$ cat config.mk
export PLATFORM = sky130hd
export DESIGN_NAME = fbwin_xlate
export DESIGN_NICKNAME = d
export VERILOG_FILES = /design/src/rtl/fbwin_pkg.sv /design/src/rtl/fbwin_regs.sv /design/src/rtl/fbwin_map.sv /design/src/rtl/fbwin_rdret.sv /design/src/rtl/fbwin_xlate.sv
export SDC_FILE = /design/constraint.sdc
export NUM_CORES = 1
export LEC_CHECK = 0
export BUFFER_PORTS_ARGS = -buffer_cell sky130_fd_sc_hd__buf_2
export CAP_MARGIN = 40
export CORE_MARGIN = 2
export CORE_UTILIZATION = 58
export CTS_BUF_LIST = sky130_fd_sc_hd__clkbuf_8
export CTS_CLUSTER_SIZE = 8
export DETAILED_ROUTE_END_ITERATION = 16
export PLACE_DENSITY = 0.91
export RECOVER_POWER = 25
export SYNTH_ARGS = -nofsm -noshare
export SYNTH_HDL_FRONTEND = slang
export SYNTH_SLANG_ARGS = --single-unit
$ cat constraint.sdc
create_clock -name clk -period 9.3 [get_ports clk]
set_input_delay 0.93 -clock clk [delete_from_list [all_inputs] [get_ports clk]]
set_output_delay 0.93 -clock clk [all_outputs]
set_load 0.03 [all_outputs]
$ cat src/rtl/fbwin_pkg.sv
package fbwin_pkg;
  typedef enum logic [1:0] {
    IDX_ID   = 2'd0,
    IDX_BPP  = 2'd1,
    IDX_CTRL = 2'd2,
    IDX_BANK = 2'd3
  } reg_idx_e;

  localparam logic [15:0] ID_FIRST = 16'hB0C0;
  localparam logic [15:0] ID_LAST  = 16'hB0C6;
  localparam int CTRL_ON     = 0;
  localparam int CTRL_GRAN32 = 4;
  localparam int CTRL_KEEP   = 7;
  localparam logic [7:0] BPP_PLANAR = 8'd4;
  localparam logic [7:0] BPP_RESET  = 8'd8;
endpackage

$ cat src/rtl/fbwin_regs.sv
module fbwin_regs
  import fbwin_pkg::*;
#(
  parameter int MEM_KB  = 256,
  parameter int BANK_W  = 9,
  parameter int PLANE_W = BANK_W + 16
) (
  input  logic               clk,
  input  logic               rst,
  input  logic               idx_we,
  input  logic               dat_we,
  input  logic [15:0]        wdata,
  output logic [15:0]        rdata,
  output logic [BANK_W-1:0]  bank,
  output logic               gran32,
  output logic               disp_en,
  output logic [PLANE_W-1:0] plane_off,
  output logic               bank_err,
  output logic               clr_req
);
  localparam logic [15:0] LIM64 = 16'(MEM_KB / 64);
  localparam logic [15:0] LIM32 = 16'(MEM_KB / 32);

  logic [15:0] idx_q;
  logic [15:0] id_q;
  logic [7:0]  bpp_q;
  logic [7:0]  ctrl_q;
  logic [15:0] lim;
  logic [15:0] req_bank;
  logic [15:0] rd_mux;

  assign gran32  = ctrl_q[CTRL_GRAN32];
  assign disp_en = ctrl_q[CTRL_ON];
  assign req_bank = 16'(wdata[BANK_W-1:0]);

  always_comb begin
    lim = gran32 ? LIM32 : LIM64;
    if (bpp_q == BPP_PLANAR) lim = lim >> 2;
  end

  always_comb begin
    rd_mux = 16'd0;
    if (idx_q[15:2] == 14'd0) begin
      case (reg_idx_e'(idx_q[1:0]))
        IDX_ID:   rd_mux = id_q;
        IDX_BPP:  rd_mux = {8'd0, bpp_q};
        IDX_CTRL: rd_mux = {8'd0, ctrl_q};
        IDX_BANK: rd_mux = 16'(bank);
        default:  rd_mux = 16'd0;
      endcase
    end
  end

  always_ff @(posedge clk) begin
    if (rst) begin
      idx_q     <= 16'd0;
      id_q      <= ID_FIRST;
      bpp_q     <= BPP_RESET;
      ctrl_q    <= 8'd0;
      bank      <= '0;
      plane_off <= '0;
      bank_err  <= 1'b0;
      clr_req   <= 1'b0;
      rdata     <= 16'd0;
    end else begin
      bank_err <= 1'b0;
      clr_req  <= 1'b0;
      rdata    <= rd_mux;
      if (idx_we) begin
        idx_q <= wdata;
      end else if (dat_we && idx_q[15:2] == 14'd0) begin
        case (reg_idx_e'(idx_q[1:0]))
          IDX_ID: begin
            if (wdata >= ID_FIRST && wdata <= ID_LAST) id_q <= wdata;
          end
          IDX_BPP: bpp_q <= wdata[7:0];
          IDX_CTRL: begin
            ctrl_q <= wdata[7:0];
            if (wdata[CTRL_ON] && !ctrl_q[CTRL_ON] && !wdata[CTRL_KEEP])
              clr_req <= 1'b1;
            if (wdata[CTRL_GRAN32] != ctrl_q[CTRL_GRAN32]) begin
              bank      <= '0;
              plane_off <= '0;
            end
          end
          IDX_BANK: begin
            if (req_bank < lim) begin
              bank      <= wdata[BANK_W-1:0];
              plane_off <= gran32 ? (PLANE_W'(wdata[BANK_W-1:0]) << 15)
                                  : (PLANE_W'(wdata[BANK_W-1:0]) << 16);
            end else begin
              bank_err <= 1'b1;
            end
          end
          default: ;
        endcase
      end
    end
  end
endmodule

$ cat src/rtl/fbwin_map.sv
module fbwin_map #(
  parameter int ADDR_W  = 32,
  parameter int BANK_W  = 9,
  parameter int MA_W    = 18,
  parameter int MEM_KB  = 256,
  parameter logic [ADDR_W-1:0] WIN_END = 32'h000B_0000
) (
  input  logic              cpu_req,
  input  logic              cpu_we,
  input  logic [ADDR_W-1:0] cpu_addr,
  input  logic [7:0]        cpu_wdata,
  input  logic [ADDR_W-1:0] lfb_base,
  input  logic [BANK_W-1:0] bank,
  input  logic              gran32,
  output logic              mem_req,
  output logic              mem_we,
  output logic [MA_W-1:0]   mem_addr,
  output logic [7:0]        mem_wdata
);
  localparam logic [ADDR_W-1:0] MEM_BYTES = ADDR_W'(MEM_KB * 1024);

  logic              is_lfb;
  logic              is_win;
  logic [ADDR_W-1:0] lfb_off;
  logic [ADDR_W-1:0] win_off;
  logic [ADDR_W-1:0] off;
  logic              in_mem;

  always_comb begin
    is_lfb  = cpu_addr >= lfb_base;
    is_win  = !is_lfb && (cpu_addr < WIN_END);
    lfb_off = cpu_addr - lfb_base;
    win_off = (ADDR_W'(bank) << (gran32 ? 15 : 16)) + ADDR_W'(cpu_addr[15:0]);
    off     = is_lfb ? lfb_off : win_off;
    in_mem  = (is_lfb || is_win) && (off < MEM_BYTES);
  end

  assign mem_req   = cpu_req && in_mem;
  assign mem_we    = mem_req && cpu_we;
  assign mem_addr  = off[MA_W-1:0];
  assign mem_wdata = cpu_wdata;
endmodule

$ cat src/rtl/fbwin_rdret.sv
module fbwin_rdret (
  input  logic       clk,
  input  logic       rst,
  input  logic       rd_req,
  input  logic       rd_hit,
  input  logic [7:0] mem_rdata,
  output logic       cpu_rvalid,
  output logic [7:0] cpu_rdata
);
  logic hit_q;

  always_ff @(posedge clk) begin
    if (rst) begin
      cpu_rvalid <= 1'b0;
      hit_q      <= 1'b0;
    end else begin
      cpu_rvalid <= rd_req;
      hit_q      <= rd_req && rd_hit;
    end
  end

  assign cpu_rdata = hit_q ? mem_rdata : 8'd0;
endmodule

$ cat src/rtl/fbwin_xlate.sv
module fbwin_xlate #(
  parameter int ADDR_W = 32,
  parameter int MEM_KB = 256,
  parameter int BANK_W = 9,
  parameter logic [ADDR_W-1:0] WIN_END = 32'h000B_0000,
  localparam int MA_W    = $clog2(MEM_KB * 1024),
  localparam int PLANE_W = BANK_W + 16
) (
  input  logic               clk,
  input  logic               rst,
  input  logic               cpu_req,
  input  logic               cpu_we,
  input  logic [ADDR_W-1:0]  cpu_addr,
  input  logic [7:0]         cpu_wdata,
  output logic               cpu_rvalid,
  output logic [7:0]         cpu_rdata,
  input  logic [ADDR_W-1:0]  lfb_base,
  input  logic               reg_idx_we,
  input  logic               reg_dat_we,
  input  logic [15:0]        reg_wdata,
  output logic [15:0]        reg_rdata,
  output logic               mem_req,
  output logic               mem_we,
  output logic [MA_W-1:0]    mem_addr,
  output logic [7:0]         mem_wdata,
  input  logic [7:0]         mem_rdata,
  output logic               disp_en,
  output logic               clr_req,
  output logic               bank_err,
  output logic [PLANE_W-1:0] plane_off
);
  logic [BANK_W-1:0] bank_w;
  logic              gran32_w;

  fbwin_regs #(.MEM_KB(MEM_KB), .BANK_W(BANK_W), .PLANE_W(PLANE_W)) u_regs (
    .clk(clk), .rst(rst), .idx_we(reg_idx_we), .dat_we(reg_dat_we),
    .wdata(reg_wdata), .rdata(reg_rdata), .bank(bank_w), .gran32(gran32_w),
    .disp_en(disp_en), .plane_off(plane_off), .bank_err(bank_err),
    .clr_req(clr_req)
  );

  fbwin_map #(.ADDR_W(ADDR_W), .BANK_W(BANK_W), .MA_W(MA_W), .MEM_KB(MEM_KB),
              .WIN_END(WIN_END)) u_map (
    .cpu_req(cpu_req), .cpu_we(cpu_we), .cpu_addr(cpu_addr),
    .cpu_wdata(cpu_wdata), .lfb_base(lfb_base), .bank(bank_w),
    .gran32(gran32_w), .mem_req(mem_req), .mem_we(mem_we),
    .mem_addr(mem_addr), .mem_wdata(mem_wdata)
  );

  fbwin_rdret u_rdret (
    .clk(clk), .rst(rst), .rd_req(cpu_req && !cpu_we), .rd_hit(mem_req),
    .mem_rdata(mem_rdata), .cpu_rvalid(cpu_rvalid), .cpu_rdata(cpu_rdata)
  );
endmodule

==> results of run 1 <==
-- power groups by stage --
stage          Sequential (mW)  Combinational [mW]  Clock, mW
3_3_place_gp             0.392               0.340          0
4_1_cts                  0.382               0.347      0.263
3_5_place_dp             0.391               0.346          0
6_report                 0.383               0.358      0.257
5_1_grt                  0.383               0.390      0.280
2_1_floorplan            0.390               0.265          0
-- final timing paths --
| kind | end | depth (start not counted) | start | slack [ns] |
|---|---|---|---|---|
| worst min register to register | u_regs.id_q[15] | 1 | u_regs.id_q[15] | 0.45 |
| worst max register to register | u_regs.bank[5] | 11 | u_regs.ctrl_q[4] | 6.20 |
| worst max-delay path | mem_req | 14 | cpu_addr[0] | 4.23 |
| worst min-delay path | u_regs.id_q[15] | 1 | u_regs.id_q[15] | 0.45 |
-- worst max-delay path, cell delays in order --
cell      delay [ns]
buf_2           0.09
inv_1           0.04
ha_1            0.22
fa_1            0.41
nand2b_1        0.19
a21oi_1         0.21
a21oi_1         0.12
nand2_1         0.16
a211oi_1        0.15
o41a_1          0.63
nor4_1          0.42
o22ai_1         0.17
nor3b_1         0.19
buf_2           0.22
-- sequential cells by signal (all words and copies together), names as in the netlist --
signal and count:
u_regs.clr_req 1, u_rdret.cpu_rvalid 1, u_regs.bank_err 1, u_regs.plane_off 10, u_rdret.hit_q 1, u_regs.id_q 16
u_regs.idx_q 16, u_regs.bpp_q 8, u_regs.bank 9, u_regs.ctrl_q 8, u_regs.rdata 16
-- per-layer routing --
metal / track usage, % / share of wire, % / routed length [microns] / up-vias
met5: 0 / 0 / 0 / -
met4: 9.919 / 2.0 / 369 / 0
met3: 4.394 / 6.6 / 1231 / 39
met2: 48.61 / 48 / 8970 / 308
met1: 36.85 / 43 / 8104 / 3205
li1: - / - / - / 3405
-- cells in the mapped netlist (3+ instances only) --
cell       count  area (sq um)
dfxtp_1       87          1742
nor2_1        86         322.8
a21oi_1       74         370.4
nand2_1       72         270.3
ha_1          51         638.1
mux2i_1       49         490.5
inv_1         40         150.1
and2_1        38         237.7
o21ai_0       32         160.2
clkbuf_1      27         101.4
buf_4         24         180.2
xnor2_1       24         210.2
a21o_1        23         172.7
nand3_1       20         100.1
nor3_1        19         95.09
xor2_1        19         166.4
or3_1         15         93.84
nand2b_1      13         81.33
nor2b_1       13         81.33
nand4_1       12         75.07
nor4_1        12         75.07
o21a_1        12         90.09
a31oi_1       10         62.56
o211ai_1      10         75.07
and3_1         9         56.30
mux4_2         8         180.2
a211oi_1       6         45.04
buf_2          6         30.03
nor3b_1        5         37.54
a31o_2         4         35.03
buf_1          4         15.01
o2111ai_1      4         35.03
a211o_1        3         26.28
a41o_1         3         30.03
o21bai_1       3         22.52
o31ai_1        3         22.52
-- cell families (layout without fill, tap and decap cells) --
group | Yosys count | in the layout
adders and majority gates | 53 | 53
muxes | 58 | 58
xor gates and xnor gates | 43 | 43
buffers and inverters | 101 | 213
other | 2 | 31
and+or+nand+nor | 328 | 328
AOI/OAI and AO/OA | 216 | 216
DFF | 87 | 87
-- final cells by class --
cell class | count | area [sq um] | area share [%]
inverters | 40 | 150.1 | 1.878
multi-input cells | 729 | 4933 | 61.72
clock inverters | 7 | 71.32 | 0.8922
clock buffers | 9 | 123.9 | 1.550
flip-flops and latches | 87 | 1742 | 21.79
well taps | 147 | 183.9 | 2.301
repair buffers | 157 | 789.5 | 9.876
-- per-stage QoR --
| step | hold WS (ns) | instances | cell area [sq um] | utilization, % | setup slack (ns) |
|---|---|---|---|---|---|
| after CTS | 0.4518 | 1176 | 8013 | 67.27 | 4.270 |
| after global routing | 0.4611 | 1176 | 7994 | 67.11 | 3.957 |
| after floorplan | 0.4065 | 917 | 7141 | - | 4.406 |
| after detailed placement | 0.4281 | 1160 | 7818 | 65.63 | 4.281 |
| after global placement | 0.4195 | 1159 | 7802 | 65.50 | 4.368 |
| final | 0.4506 | 1176 | 7994 | 67.11 | 4.228 |
==> reports/qor.yml, run 1 <==
worstPathRequired_ns: 8.37
synth_top_family_by_area: "simple AND/OR/NAND/NOR gates"
post-cts-setup-buffers: 0
p_sw_mw: 0.3836
place_congestion: 0.9365
area_growth_pct: 13.68
peakVddDrop_mv: 0.1301
async_flop_share_pct: 0
htreeDepth: 3
pwr-share-seq_pct: 38.4
final_common_cell: "buf_2"
ys_warn_count: 0
drive_above_1_share_pct: 17.78
worstMarginPinSlew_ns: 2.325
ys_seq_area_share_pct: 24.77
hold_viol: 0
cts_sinks: 87
dieArea_sq_mm: 0.01302
cts_root_buf: "clkbuf_8"
powerDensity_mw_per_mm2: 124.8
dr_total_vias: 6957
slew_headroom_pct: -54.99
grt_pass1_vias: 6435
min_path_type: "reg -> reg"
synth_ff_type: "dfxtp_1"
fin_crit_sh_pct: 54.54
io_pins: 183
fillers: 1005
synth_area_sq_mm: 0.007032
die_width_microns: 114.1
crit_arrival_ns: 4.14
clockPowerShare_pct: 25.7
drt_iter0_drc: 564
viasPerCell: 5.916
ctsHoldBuffers: 0
setup_tns_ns: 0
avgSynthCellArea_sq_um: 7.919
core.rowCount: 40
gr-total-overflow: 0
synthCells: 888
drcViolationCount: 0
first_pass_iters: 6
place_hpwl_microns: 14490
grt_first_pass_wirelength_microns: 30500
clock.fmax_mhz: 197.1
critPathLaunchType: "input pin"
violations: "capacitance limit, slew limit"
cts_resized: 0
synth_compound_area_share_pct: 20.09
numPortBuffers: 151
worstSetupEndpointType: "primary output"
nNetsFinal: 1179
ys_types: 73
diodes: 0
setup_violations: 0
synth-simple-area-share_pct: 23.56
synth_edf_count: 0
clock_latency_ns: 0.36
ant_nets: 0
maxCapViolations: 1
track_usage_pct: 28.52
leakagePower_nw: 3.668
swShare_pct: 38.46
synth-xor-area-share_pct: 5.356
crit_type: "in -> out"
drv_slew: 57
power.total_mw: 0.9974
most-common-layout-cells: "buf_2, dfxtp_1, nor2_1"
core-area_sq_mm: 0.01191
routed_wl_microns: 18680
p_comb_share_pct: 35.9
crit_fanout: 14
synth.area.mux_share_pct: 9.698
fp.dieH_microns: 114.1
finalClockSkew_ns: 0.01203
ys_seq_elements: 87
internal_power_mw: 0.6137
wl_per_cell_microns: 15.88
cts_buffer_depth: 2
synth_fa_ha_area_share_pct: 9.644
min_period_ns: 5.072
cts-buffers-inserted: 9
status: "finished with violations"
clkTransAtPathRegs_ns: 0.10
grt_max_degree: 57
initial_core_util_pct: 59.03
rsz0062_at_grt: "no"
antenna_found_initial: 0
cts_tree: "built"
Note: power is estimated with default switching activity, not from simulation.
==> inputs of run 2 (changes only) <==
CORE_UTILIZATION = 56   (was 58)
PLACE_DENSITY = 0.89   (was 0.91)
clock period = 5.2 ns   (was 9.3 ns; I/O delays follow)
==> run 2 against run 1 <==
  * The run still ends with capacitance limit, slew limit left
  * Clock power grew 97%
  * Clock skew grew 0.0015 ns
  * Count of clock-buffer cells in the layout unchanged
  * Final area up 0.61%
  * Critical path type is now reg -> out
==> reports/qor.yml, run 2 (synthesis results as in run 1) <==
status: "finished with violations"  # unchanged
violations: "capacitance limit, slew limit"  # unchanged
pwr-share-seq_pct: 37.4  # was 38.4%
min_period_ns: 4.218
grt_use_met3_pct: 4.603  # was 4.394%
cts_buffer_depth: 2  # unchanged
seqCellArea_sq_mm: 0.001742  # unchanged
gr-total-overflow: 0  # unchanged
cts_resized: 0  # unchanged
fin_crit_sh_pct: 81.12
drv_slew: 57  # unchanged
fillers: 1023  # was 1005
crit_path_cell_trace: "and2_1, ha_1, nand2_1, nor2_1, a21oi_1, a211oi_1, and3_1, a311oi_1, nor4_1, o22ai_1, nor3_1, buf_2"  # was buf_2, inv_1, ha_1, fa_1, nand2b_1, a21oi_1, a21oi_1, nand2_1, a211oi_1, o41a_1, nor4_1, o22ai_1, nor3b_1, buf_2
cts-buffers-inserted: 9  # unchanged
swShare_pct: 37.47  # was 38.46%
holdWs_ns: 0.3320  # was 0.4506 ns
core-area_sq_mm: 0.01211  # was 0.01191 sq mm
place_congestion: 0.9595  # was 0.9365
area_growth_pct: 14.38  # was 13.68%
clockPowerShare_pct: 27.6  # was 25.7%
crit_slowest_cell: "dfxtp_1"  # was o41a_1
numPortBuffers: 151  # unchanged
viasPerCell: 5.844  # was 5.916
grt_first_pass_wirelength_microns: 29600  # was 30500 microns
antenna_found_initial: 0  # unchanged
min_path_type: "in -> reg"  # was reg -> reg
grt_use_met1_pct: 34.05  # was 36.85%
ctsHoldBuffers: 0  # unchanged
ant_nets: 0  # unchanged
dr_total_vias: 6995  # was 6957
max_stage_delay_ns: 0.79  # was 0.63 ns
final_cells: 1197  # was 1176
grt.busiest_layer: "met2"  # unchanged
slew_headroom_pct: -53.71  # was -54.99%
initial_core_util_pct: 58.06  # was 59.03%
crit_arrival_ns: 3.70  # was 4.14 ns
crit_buf_inv: 1  # was 3
clock_latency_ns: 0.38  # was 0.36 ns
finalClockSkew_ns: 0.01354  # was 0.01203 ns
maxCapViolations: 1  # unchanged
nNetsFinal: 1179  # unchanged
crit_fanout: 19  # was 14
p_comb_share_pct: 35.0  # was 35.9%
most-common-layout-cells: "buf_2, dfxtp_1, nor2_1"  # unchanged
clock.fmax_mhz: 237.1
cts_root_buf: "clkbuf_8"  # unchanged
post-cts-setup-buffers: 0  # unchanged
drive_above_1_share_pct: 17.78  # unchanged
leakagePower_nw: 3.674  # was 3.668 nW
placed_area_sq_mm: 0.007844  # was 0.007818 sq mm
final_common_cell: "buf_2"  # unchanged
peakVddDrop_mv: 0.3000  # was 0.1301 mV
postLayoutCellArea_sq_mm: 0.008043  # was 0.007994 sq mm
multi_input_comb_area_sq_mm: 0.004933  # unchanged
clkTransAtPathRegs_ns: 0.09  # was 0.10 ns
grtUsageMet2_pct: 47.95  # was 48.61%
setup_violations: 0  # unchanged
internal_power_mw: 1.145  # was 0.6137 mW
reg_top3: "u_regs.id_q x16, u_regs.idx_q x16, u_regs.rdata x16"  # unchanged
fp.dieH_microns: 116.1  # was 114.1 microns
cts_sinks: 87  # unchanged
die_width_microns: 116.1  # was 114.1 microns
grt_max_degree: 57  # unchanged
wl_per_cell_microns: 15.68  # was 15.88 microns
rsz0062_at_grt: "no"  # unchanged
worstSetupEndpointType: "primary output"  # unchanged
worstMarginPinSlew_ns: 2.306  # was 2.325 ns
place_hpwl_microns: 14490  # about the same
cts_tree: "built"  # unchanged
core.rowCount: 40  # unchanged
htreeDepth: 3  # unchanged
crit_type: "reg -> out"  # was in -> out
worstPathRequired_ns: 4.68  # was 8.37 ns
cp_top_family: "simple AND/OR/NAND/NOR gates"  # was compound AO/OA/AOI/OAI gates
dieArea_sq_mm: 0.01347  # was 0.01302 sq mm
setup_tns_ns: 0  # unchanged
track_usage_pct: 27.37  # was 28.52%
critPathLaunchType: "flop"  # was input pin
powerDensity_mw_per_mm2: 227.7  # was 124.8 mW/mm^2
grt_pass1_vias: 6359  # was 6435
drt_iter0_drc: 546  # was 564
routed_wl_microns: 18770  # was 18680 microns
drcViolationCount: 0  # unchanged
io_pins: 183  # unchanged
placedCellCount: 1181  # was 1160
hold_viol: 0  # unchanged
p_sw_mw: 0.6860  # was 0.3836 mW
first_pass_iters: 7  # was 6
diodes: 0  # unchanged
run 2: per-stage QoR:
step / setup slack (ns) / utilization, % / total power, mW
detailed placement: 1.058 / 64.76 / 1.317
finish: 0.9815 / 66.41 / 1.831
CTS: 1.054 / 66.57 / 1.815
global placement: 1.128 / 64.64 / 1.311
global route: 0.6748 / 66.41 / 1.925
floorplan: 0.8385 / - / 1.172
run 2: final timing paths:
| kind | startpoint | end | slack (ns) | cells past startpoint |
|---|---|---|---|---|
| hold / removal | cpu_we | u_rdret.cpu_rvalid | 0.33 | 2 |
| hold reg to reg | u_regs.id_q[12] | u_regs.id_q[12] | 0.45 | 1 |
| setup reg to reg | u_regs.ctrl_q[4] | u_rdret.hit_q | 2.03 | 11 |
| setup / recovery | u_regs.ctrl_q[4] | mem_we | 0.98 | 12 |
run 2: worst register-to-register path, cell delays in order, from the launching register on:
cell,delay [ns]
dfxtp_1,0.79
and2_1,0.23
ha_1,0.26
nand2_1,0.15
nor2_1,0.12
a21oi_1,0.08
a211oi_1,0.42
and3_1,0.22
a311oi_1,0.05
nor4_1,0.39
o22ai_1,0.20
nor3b_1,0.19
run 2: final cells by class:
| class | count | area share (%) |
|---|---|---|
| inverter | 40 | 1.867 |
| tap | 168 | 2.614 |
| timing repair buffer | 157 | 9.801 |
| sequential | 87 | 21.66 |
| clock buffer | 9 | 1.540 |
| multi-input combinational | 729 | 61.34 |
| clock inverter | 7 | 1.182 |
run 2: layer usage:
metal,routed length (microns),part of all wire (%),vias up
li1,-,-,3400
met1,7959,42,3212
met2,8955,48,342
met3,1481,7.9,41
met4,370,2.0,0
met5,0,0,-
run 2: power by group through the flow:
stage,registers [mW],clock network (mW),logic [mW]
6_report,0.684,0.506,0.641
4_1_cts,0.684,0.510,0.621
3_3_place_gp,0.701,0,0.610
5_1_grt,0.686,0.542,0.697
3_5_place_dp,0.699,0,0.617
2_1_floorplan,0.698,0,0.474
==> inputs of run 3 (changes only) <==
clock period = 4 ns   (was 5.2 ns; I/O delays follow)
==> run 3 against run 2 <==
  * The run now ends clean
  * Clock power rose by 23%
  * Worst hold slack got worse by 0.13 ns
  * Clock skew up 0.0041 ns
  * Die area unchanged
  * Sequential power is 29% higher
  * Combinational power up 32%
  * Utilization is 0.29 points higher
  * First-iteration DRC count decreased by 9.3%
  * Critical path type is now in -> out
==> reports/qor.yml, run 3 (synthesis results as in run 1) <==
p_sw_mw: 0.9198  # was 0.6860 mW
track_usage_pct: 27.57  # was 27.37%
dp_slack_ns: 0.2740  # was 1.058 ns
internal_power_mw: 1.435  # was 1.145 mW
drt_iter0_drc: 495  # was 546
finalClockSkew_ns: 0.01763  # was 0.01354 ns
min_path_type: "in -> reg"  # unchanged
place_hpwl_microns: 14890  # was 14490 microns
numPortBuffers: 151  # unchanged
drv_slew: 0  # was 57
reg2reg_depth: 11  # unchanged
powerDensity_mw_per_mm2: 291.5  # was 227.7 mW/mm^2
first_pass_iters: 5  # was 7
cts_sinks: 87  # unchanged
cts-buffers-inserted: 9  # unchanged
dieArea_sq_mm: 0.01347  # unchanged
drcViolationCount: 0  # unchanged
clkTransAtPathRegs_ns: 0.10  # was 0.09 ns
die_width_microns: 116.1  # unchanged
grt_pass1_vias: 6446  # was 6359
initial_core_util_pct: 58.06  # unchanged
dr_total_vias: 6977  # was 6995
grt_first_pass_wirelength_microns: 30140  # was 29600 microns
clock_latency_ns: 0.38  # about the same
worstMarginPinSlew_ns: 1.481  # was 2.306 ns
leakagePower_nw: 3.682  # was 3.674 nW
drive_above_1_share_pct: 18.30  # was 17.78%
swShare_pct: 39.06  # was 37.47%
diodes: 0  # unchanged
ant_nets: 0  # unchanged
peakVddDrop_mv: 0.3066  # was 0.3000 mV
whs_path_depth: 2  # unchanged
cts_root_buf: "clkbuf_8"  # unchanged
most-common-layout-cells: "buf_2, dfxtp_1, nor2_1"  # unchanged
final_common_cell: "buf_2"  # unchanged
rsz0062_at_grt: "no"  # unchanged
setup_violations: 0  # unchanged
viasPerCell: 5.809  # was 5.844
io_pins: 183  # unchanged
clock.fmax_mhz: 269.1
worstPathRequired_ns: 3.60  # was 4.68 ns
crit_type: "in -> out"  # was reg -> out
cts_tree: "built"  # unchanged
placed_area_sq_mm: 0.007876  # was 0.007844 sq mm
gr-total-overflow: 0  # unchanged
maxCapViolations: 0  # was 1
holdWs_ns: 0.1990  # was 0.3320 ns
p_comb_share_pct: 36.0  # was 35.0%
status: "finished clean"  # was finished with violations
setup_tns_ns: 0  # unchanged
r2r_slack_ns: 1.03  # was 2.03 ns
postLayoutCellArea_sq_mm: 0.008078  # was 0.008043 sq mm
holdPathEnd: "u_rdret.cpu_rvalid"  # unchanged
min-delay-start: "cpu_we"  # unchanged
htreeDepth: 3  # unchanged
routed_wl_microns: 18970  # was 18770 microns
slew_headroom_pct: 1.270  # was -53.71%
area_growth_pct: 14.88  # was 14.38%
wl_per_cell_microns: 15.80  # was 15.68 microns
cts_buffer_depth: 2  # unchanged
ctsHoldBuffers: 0  # unchanged
fp.dieH_microns: 116.1  # unchanged
core.rowCount: 40  # unchanged
nNetsFinal: 1183  # was 1179
antenna_found_initial: 0  # unchanged
critPathLaunchType: "input pin"  # was flop
worstSetupEndpointType: "primary output"  # unchanged
pwr-share-seq_pct: 37.5  # was 37.4%
clockPowerShare_pct: 26.4  # was 27.6%
min_period_ns: 3.716
crit_fanout: 3  # was 19
grt_max_degree: 36  # was 57
core-area_sq_mm: 0.01211  # unchanged
hold_viol: 0  # unchanged
r2r_end: "u_regs.plane_off[23]"  # was u_rdret.hit_q
reg2reg_from: "u_regs.bpp_q[3]"  # was u_regs.ctrl_q[4]
reg_top3: "u_regs.id_q x16, u_regs.idx_q x16, u_regs.rdata x16"  # unchanged
crit_arrival_ns: 3.32  # was 3.70 ns
place_congestion: 0.9304  # was 0.9595
finalWorstSetupSlack_ns: 0.2843  # was 0.9815 ns
fillers: 1040  # was 1023
fin_crit_sh_pct: 92.89
run 3: worst max path at each step:
stage | end | from | slack (ns) | depth (start not counted)
2_1_floorplan | mem_req | u_regs.ctrl_q[4] | 0.03 | 15
3_3_place_gp | mem_we | cpu_addr[0] | 0.32 | 14
3_5_place_dp | mem_req | cpu_addr[0] | 0.27 | 14
4_1_cts | mem_we | cpu_addr[0] | 0.23 | 14
5_1_grt | mem_we | cpu_addr[25] | 0.09 | 12
6_report | mem_we | cpu_addr[0] | 0.28 | 14
run 3: stage by stage:
stage	utilization (%)	total power, mW	std cells
finish	66.69	2.355	1201
CTS	66.70	2.332	1201
global placement	64.97	1.708	1184
floorplan	-	1.525	917
detailed placement	65.03	1.719	1185
global route	66.69	2.476	1201
run 3: power groups by stage:
stage	Sequential [mW]	Clock [mW]	Combinational [mW]
6_report	0.884	0.622	0.849
5_1_grt	0.885	0.668	0.922
4_1_cts	0.884	0.629	0.818
3_5_place_dp	0.904	0	0.815
3_3_place_gp	0.903	0	0.805
2_1_floorplan	0.907	0	0.618
run 3: final cells by class:
type                            count  area (sq um)  area share, %
Sequential cell                    87          1742          21.56
Timing Repair Buffer              161         809.5          10.02
Multi-Input combinational cell    729          4964          61.45
Inverter                           40         150.1          1.859
Clock buffer                        9         123.9          1.533
Clock inverter                      7         78.83         0.9758
Tap cell                          168         210.2          2.602
run 3: what timing repair did:
item / 4_1_cts / 5_1_grt
setup endpoints to repair: 0 / 2
buffers inserted: 0 / 0
resized for setup: 0 / 3
run 3: routing by layer:
metal	share of wire (%)	track usage, %	wire (microns)	up-vias
met2	48	47.37	9039	321
met4	2.4	9.444	453	0
met3	7.9	4.969	1490	45
met5	0	0	0	-
li1	-	-	-	3410
met1	42	34.91	7990	3201
run 3: worst max-delay path, cell delays in order:
cell and delay (ns):
buf_2 0.09, inv_1 0.04, ha_1 0.21, fa_1 0.40
nand2b_1 0.18, a211oi_1 0.28, o21ai_0 0.18, a41o_1 0.24
o311a_1 0.29, o31ai_1 0.31, a2111oi_2 0.08, a41oi_2 0.35
nor3_2 0.08, buf_2 0.19
